<file path="config.mk">
export PLATFORM = sky130hd
export DESIGN_NAME = led_blink_gen
export DESIGN_NICKNAME = d
export VERILOG_FILES = /design/src/rtl/led_blink_gen.sv
export SDC_FILE = /design/constraint.sdc
export NUM_CORES = 1
export LEC_CHECK = 0
export BUFFER_PORTS_ARGS = -buffer_cell sky130_fd_sc_hd__clkbuf_2
export CORE_MARGIN = 3
export CORE_UTILIZATION = 53
export DETAILED_ROUTE_END_ITERATION = 10
export GPL_TIMING_DRIVEN = 0
export PLACE_DENSITY = 0.76
export SYNTH_ARGS = -nofsm -noshare
export SYNTH_HDL_FRONTEND = slang
export SYNTH_SLANG_ARGS = --single-unit
</file>
<file path="constraint.sdc">
create_clock -name clk -period 2.9 [get_ports clk]
set_clock_uncertainty 0.05 [all_clocks]
set_input_delay 0.145 -clock clk [delete_from_list [all_inputs] [get_ports clk]]
set_output_delay 0.145 -clock clk [all_outputs]
set_load 0.02 [all_outputs]
</file>
<file path="src/rtl/led_blink_gen.sv">
module led_blink_gen #(
  parameter int PW = 8,
  parameter int NCH = 16,
  parameter logic [PW-1:0] DUTY_RST = 8'h80
) (
  input  logic             clk,
  input  logic             rst_n,
  input  logic             tick,
  input  logic [PW-1:0]    pre0_in,
  input  logic [PW-1:0]    duty0_in,
  input  logic [PW-1:0]    pre1_in,
  input  logic [PW-1:0]    duty1_in,
  input  logic [2*NCH-1:0] mode_sel,
  input  logic [NCH-1:0]   pin_in,
  output logic [NCH-1:0]   pull_low,
  output logic [NCH/2-1:0] stat_lo,
  output logic [NCH/2-1:0] stat_hi
);
  localparam int HALF = NCH / 2;

  logic [1:0][PW-1:0] pre_in_v, duty_in_v;
  logic [1:0][PW-1:0] pre_cnt, phase, pre_s, duty_s;
  logic [1:0]         step, dim_on;
  logic [NCH-1:0]     sync1, sync2;

  assign pre_in_v  = {pre1_in, pre0_in};
  assign duty_in_v = {duty1_in, duty0_in};

  for (genvar r = 0; r < 2; r++) begin : g_rate
    assign step[r]   = tick && (pre_cnt[r] == pre_s[r]);
    assign dim_on[r] = phase[r] < duty_s[r];
  end

  always_ff @(posedge clk or negedge rst_n) begin
    if (!rst_n) begin
      for (int r = 0; r < 2; r++) begin
        pre_cnt[r] <= '0;
        phase[r]   <= '0;
        pre_s[r]   <= '0;
        duty_s[r]  <= DUTY_RST;
      end
    end else if (tick) begin
      for (int r = 0; r < 2; r++) begin
        if (step[r]) begin
          pre_cnt[r] <= '0;
          phase[r]   <= phase[r] + 1'b1;
          if (&phase[r]) begin
            pre_s[r]  <= pre_in_v[r];
            duty_s[r] <= duty_in_v[r];
          end
        end else begin
          pre_cnt[r] <= pre_cnt[r] + 1'b1;
        end
      end
    end
  end

  always_ff @(posedge clk or negedge rst_n) begin
    if (!rst_n) begin
      pull_low <= '0;
    end else begin
      for (int k = 0; k < NCH; k++) begin
        case (mode_sel[2*k +: 2])
          2'b00:   pull_low[k] <= 1'b0;
          2'b01:   pull_low[k] <= 1'b1;
          2'b10:   pull_low[k] <= dim_on[0];
          default: pull_low[k] <= dim_on[1];
        endcase
      end
    end
  end

  always_ff @(posedge clk or negedge rst_n) begin
    if (!rst_n) begin
      sync1 <= '0;
      sync2 <= '0;
    end else begin
      sync1 <= pin_in;
      sync2 <= sync1;
    end
  end

  assign stat_lo = sync2[HALF-1:0];
  assign stat_hi = sync2[NCH-1:HALF];
endmodule

</file>
==> metrics list <==
* Run status: finished clean
* Number of cell rows: 34
- The via count of the first global-routing pass came to between 3000 and 4000.
- Iteration-0 DRC count of the detailed router: 136
* Post-synthesis instance area: roughly 4800 sq um
- 0 antenna diodes ended up in the layout.
- In the routed design, unresolved DRC markers number 0.
- The die covers slightly above 10000 sq um.
- The initial antenna violation count is 0.
- Root Buffer: sky130_fd_sc_hd__clkbuf_8
- Power per Cell Area: around 620 nW/um^2
- Number of nets produced by synthesis: 472
- Maximum resistive drop on vdd: a little over 400 uV
- In this run the worst hold path is classified as input pin to flop.
- Port buffering added 114 buffers.
- After legalization and detailed placement, the total HPWL measured 6720 um.
- Post-Layout Cell Count: a little under 700
* Inst Count DP: ~600
* Overall global routing resource usage: 0.207
* Setup TNS: 0 ns
- Clock latency on the worst-skew pair, taken at its later pin, is ~0.36 ns.
- The clock net in this run drives a total of ~110 sinks.
* H-tree level count: 3
* Synth Instances: between 300 and 400
* Avg Cell Area, Syn: around 13 sq um
* Post-route design area: between 6000 and 7000 sq um
* Vertical extent of the die: 101 um
* Number of hold violations in the final report: 0
* Fmax: ~0.40 GHz
- Across the run, the number of max-cap violations was 0.
* Fraction of layout instances using a drive strength above 1: 0.310
- The first global-routing pass estimated around 17000 um of wire.
- Worst-Margin Slew: about 0.91 ns
- The worst path needs between 2 and 3 ns of the cycle, external delays included.
* Main combinational cell family by area after synthesis: simple AND/OR/NAND/NOR gates
- First-pass iteration count of the detailed router: 4
- The final layout contains routed wiring with a total length of around 10000 um.
- Leakage Power: between 3 and 4 nW
* Crit Path Class: flop to flop
- Prior to clock tree synthesis, the placed netlist has a worst setup slack of around 0.11 ns.
- Worst path arrival time: approximately 2.7 ns
- For this configuration, the core starts out at a cell density of 0.549.
- Post-detailed-placement cell area: between 5000 and 6000 sq um
- Post-synthesis sequential area ratio: 0.581
- Post-route total power: slightly below 4 mW
- Multiplexer fraction of the synthesized cell area: 0.0917
- Synth-to-layout area growth: 32.9%
- Of the post-synthesis cell area, the dominant cell type holds 0.570.
* Share of the synthesized area in compound gates (AO/OA/AOI/OAI): 0.0518
- Once layout is complete, the utilization of the core stands at 0.729.
- Worst setup margin: between 0.3 and 0.4 ns
* NumNets Final: around 670
- By instance count, the leading cell after synthesis is sky130_fd_sc_hd__dfrtp_1.
* Flop2flop setup slack: approximately 0.38 ns
- Data on the critical path is required at its endpoint by about 3 ns.
- Finish-stage setup viols: 0
* Post-detailed-route via-to-cell ratio: 5.17
- Along the worst path, the maximum fanout reaches 10.
* Worst Hold End: pull_low[10]
- Detailed-route via count: 3497
- The worst setup path is captured at a flop.
- CTS buffer count: 9
- Of the available clock period, the critical path in the final layout requires 0.867.
* Endpoint of the worst-slack reg-to-reg timing path: pull_low[2]
- Final Slew Violations: 0
- Clock-pin slew on the worst setup and hold paths: between 0.1 and 0.15 ns
- Hold timing on the final database bottoms out at a slack of about 0.019 ns.
- Counting distinct cell types in the post-synthesis netlist gives 39.
- The startpoint identified for the worst hold timing path is mode_sel[21].
* Count of boundary I/O pins: approximately 120
* Number of nets with antenna violations after detailed routing: 0
- For this run the aggregate overflow at the end of global routing stands at 0.
* Post-Synth Adder-Cell Area: 0.0466
- Ranked by instance count, the synthesized netlist is headed by 110 x sky130_fd_sc_hd__dfrtp_1, 29 x sky130_fd_sc_hd__xnor2_1, 26 x sky130_fd_sc_hd__mux2_2.
- Max Root-Sink Buffers: 2
- Of the total synthesized cell area, the portion taken by XOR and XNOR cells is 0.0707.
- Most instantiated flip-flop cell in the synthesis netlist: sky130_fd_sc_hd__dfrtp_1
* Post-Synth Simple-Gate Area: 0.135
- Worst hold path depth: 3
- Register bit count reported by yosys: 112
- Critical path launch point type: flop
* Proportion of register bits with asynchronous set or reset after synthesis: 1.00
- TritonCTS built the clock tree.
* Die outline width: 101 um
- The startpoint identified for the worst register-to-register timing path is duty_s[15].
- Largest net degree at the start of global routing: roughly 110
* Leading cell types by total area after synthesis: sky130_fd_sc_hd__dfrtp_1 57%, sky130_fd_sc_hd__mux2_2 6.1%, sky130_fd_sc_hd__xnor2_1 5.3%
* RD Place Congestion: 0.807
* Normalized max-slew margin: 0.385
* Largest area contributor in the synthesized netlist: sky130_fd_sc_hd__dfrtp_1
- Average routed wire per standard cell: around 15 um
- Yosys mapped a number of flops with a built-in enable equal to 0.
- Count of cells along the worst register-to-register path: 6
* Post-CTS Setup Repair Bufs: 0
- Setup repair after global routing left no endpoint under its margin.
- During synthesis, Yosys emitted a total of 0 warnings.
- The core region is between 8000 and 9000 sq um.
==> cells by family after synthesis <==
kind of cell    count (synthesis)
compound gates                 33
xor+xnor                       39
fa+ha+maj                      18
buf+inv                        28
flops                         112
mux                            36
simple gates                  105
==> metal layers <==
metal | vias up | share of wire | GRT usage
met1 | 1706 | 0.42 | 0.261
li1 | 1688 | - | -
met3 | 19 | 0.036 | 0.0489
met2 | 84 | 0.52 | 0.354
met4 | 0 | 0.019 | 0.0706
met5 | - | 0 | 0
==> layout by cell type (no fill, tap or decap), types with 4 or more instances in the layout <==
cell / Yosys / routed
sky130_fd_sc_hd__clkbuf_2: 0 / 113
sky130_fd_sc_hd__dfrtp_1: 110 / 110
sky130_fd_sc_hd__dlygate4sd3_1: 0 / 68
sky130_fd_sc_hd__xnor2_1: 29 / 29
sky130_fd_sc_hd__mux2_2: 26 / 26
sky130_fd_sc_hd__nor2_1: 19 / 19
sky130_fd_sc_hd__ha_1: 18 / 18
sky130_fd_sc_hd__inv_1: 17 / 17
sky130_fd_sc_hd__nor4b_1: 17 / 17
sky130_fd_sc_hd__and2_1: 17 / 17
sky130_fd_sc_hd__a2bb2oi_1: 16 / 16
sky130_fd_sc_hd__nand4_1: 15 / 15
sky130_fd_sc_hd__nand2_1: 12 / 12
sky130_fd_sc_hd__clkbuf_8: 0 / 11
sky130_fd_sc_hd__xor2_1: 10 / 10
sky130_fd_sc_hd__mux2_4: 10 / 10
sky130_fd_sc_hd__nand3_1: 8 / 8
sky130_fd_sc_hd__clkbuf_1: 6 / 6
sky130_fd_sc_hd__o21ai_0: 5 / 5
sky130_fd_sc_hd__a21oi_1: 4 / 4
sky130_fd_sc_hd__and3_1: 4 / 4
==> critical path, stage by stage (launching register included) <==
cell and delay, ns:
sky130_fd_sc_hd__dfstp_2 0.54, sky130_fd_sc_hd__inv_1 0.04, sky130_fd_sc_hd__ha_1 0.28, sky130_fd_sc_hd__nand2_1 0.08
sky130_fd_sc_hd__o41ai_2 0.74, sky130_fd_sc_hd__clkbuf_1 0.46, sky130_fd_sc_hd__a2bb2oi_1 0.17
==> sequential cells by signal, summed over array words and instances (netlist names) <==
| register | flops |
|---|---|
| pre_cnt | 16 |
| sync2 | 16 |
| sync1 | 16 |
| pull_low | 16 |
| duty_s | 16 |
| phase | 16 |
| pre_s | 16 |
==> power by group <==
group	total [mW]	switching [mW]	internal, mW	leakage (nW)
Clock	0.856	0.517	0.340	0.0902
Sequential	1.97	0.195	1.77	1.42
Combinational	1.13	0.598	0.529	1.55
==> how the worst max path moves through the flow <==
stage / from / end / slack [ns] / depth (start not counted)
floorplan: duty_s[15] / pull_low[10] / 0.67 / 6
global placement: rst_n / pull_low[6] / 0.15 / 1
detailed placement: duty_s[15] / pull_low[2] / 0.11 / 6
CTS: duty_s[15] / pull_low[2] / 0.09 / 6
global route: duty_s[15] / pull_low[2] / 0.22 / 6
finish: duty_s[15] / pull_low[2] / 0.38 / 6
==> final cells by class <==
| type | instances | area (sq um) |
|---|---|---|
| fill | 603 | 2390 |
| clock inverter | 5 | 41.3 |
| multi-input combinational | 231 | 1930 |
| timing repair buffer | 182 | 1260 |
| sequential | 112 | 2810 |
| clock buffer | 10 | 138 |
| tap | 108 | 135 |
| buffer | 11 | 51.3 |
| inverter | 17 | 63.8 |
==> what timing repair did <==
| action | in CTS | in global routing |
|---|---|---|
| hold endpoints to repair | 174 | 0 |
| hold buffers | 68 | 0 |
| gates resized for setup | 0 | 2 |
| endpoints found under the setup margin | 0 | 11 |
No activity file was read; power rests on OpenSTA's default activity.
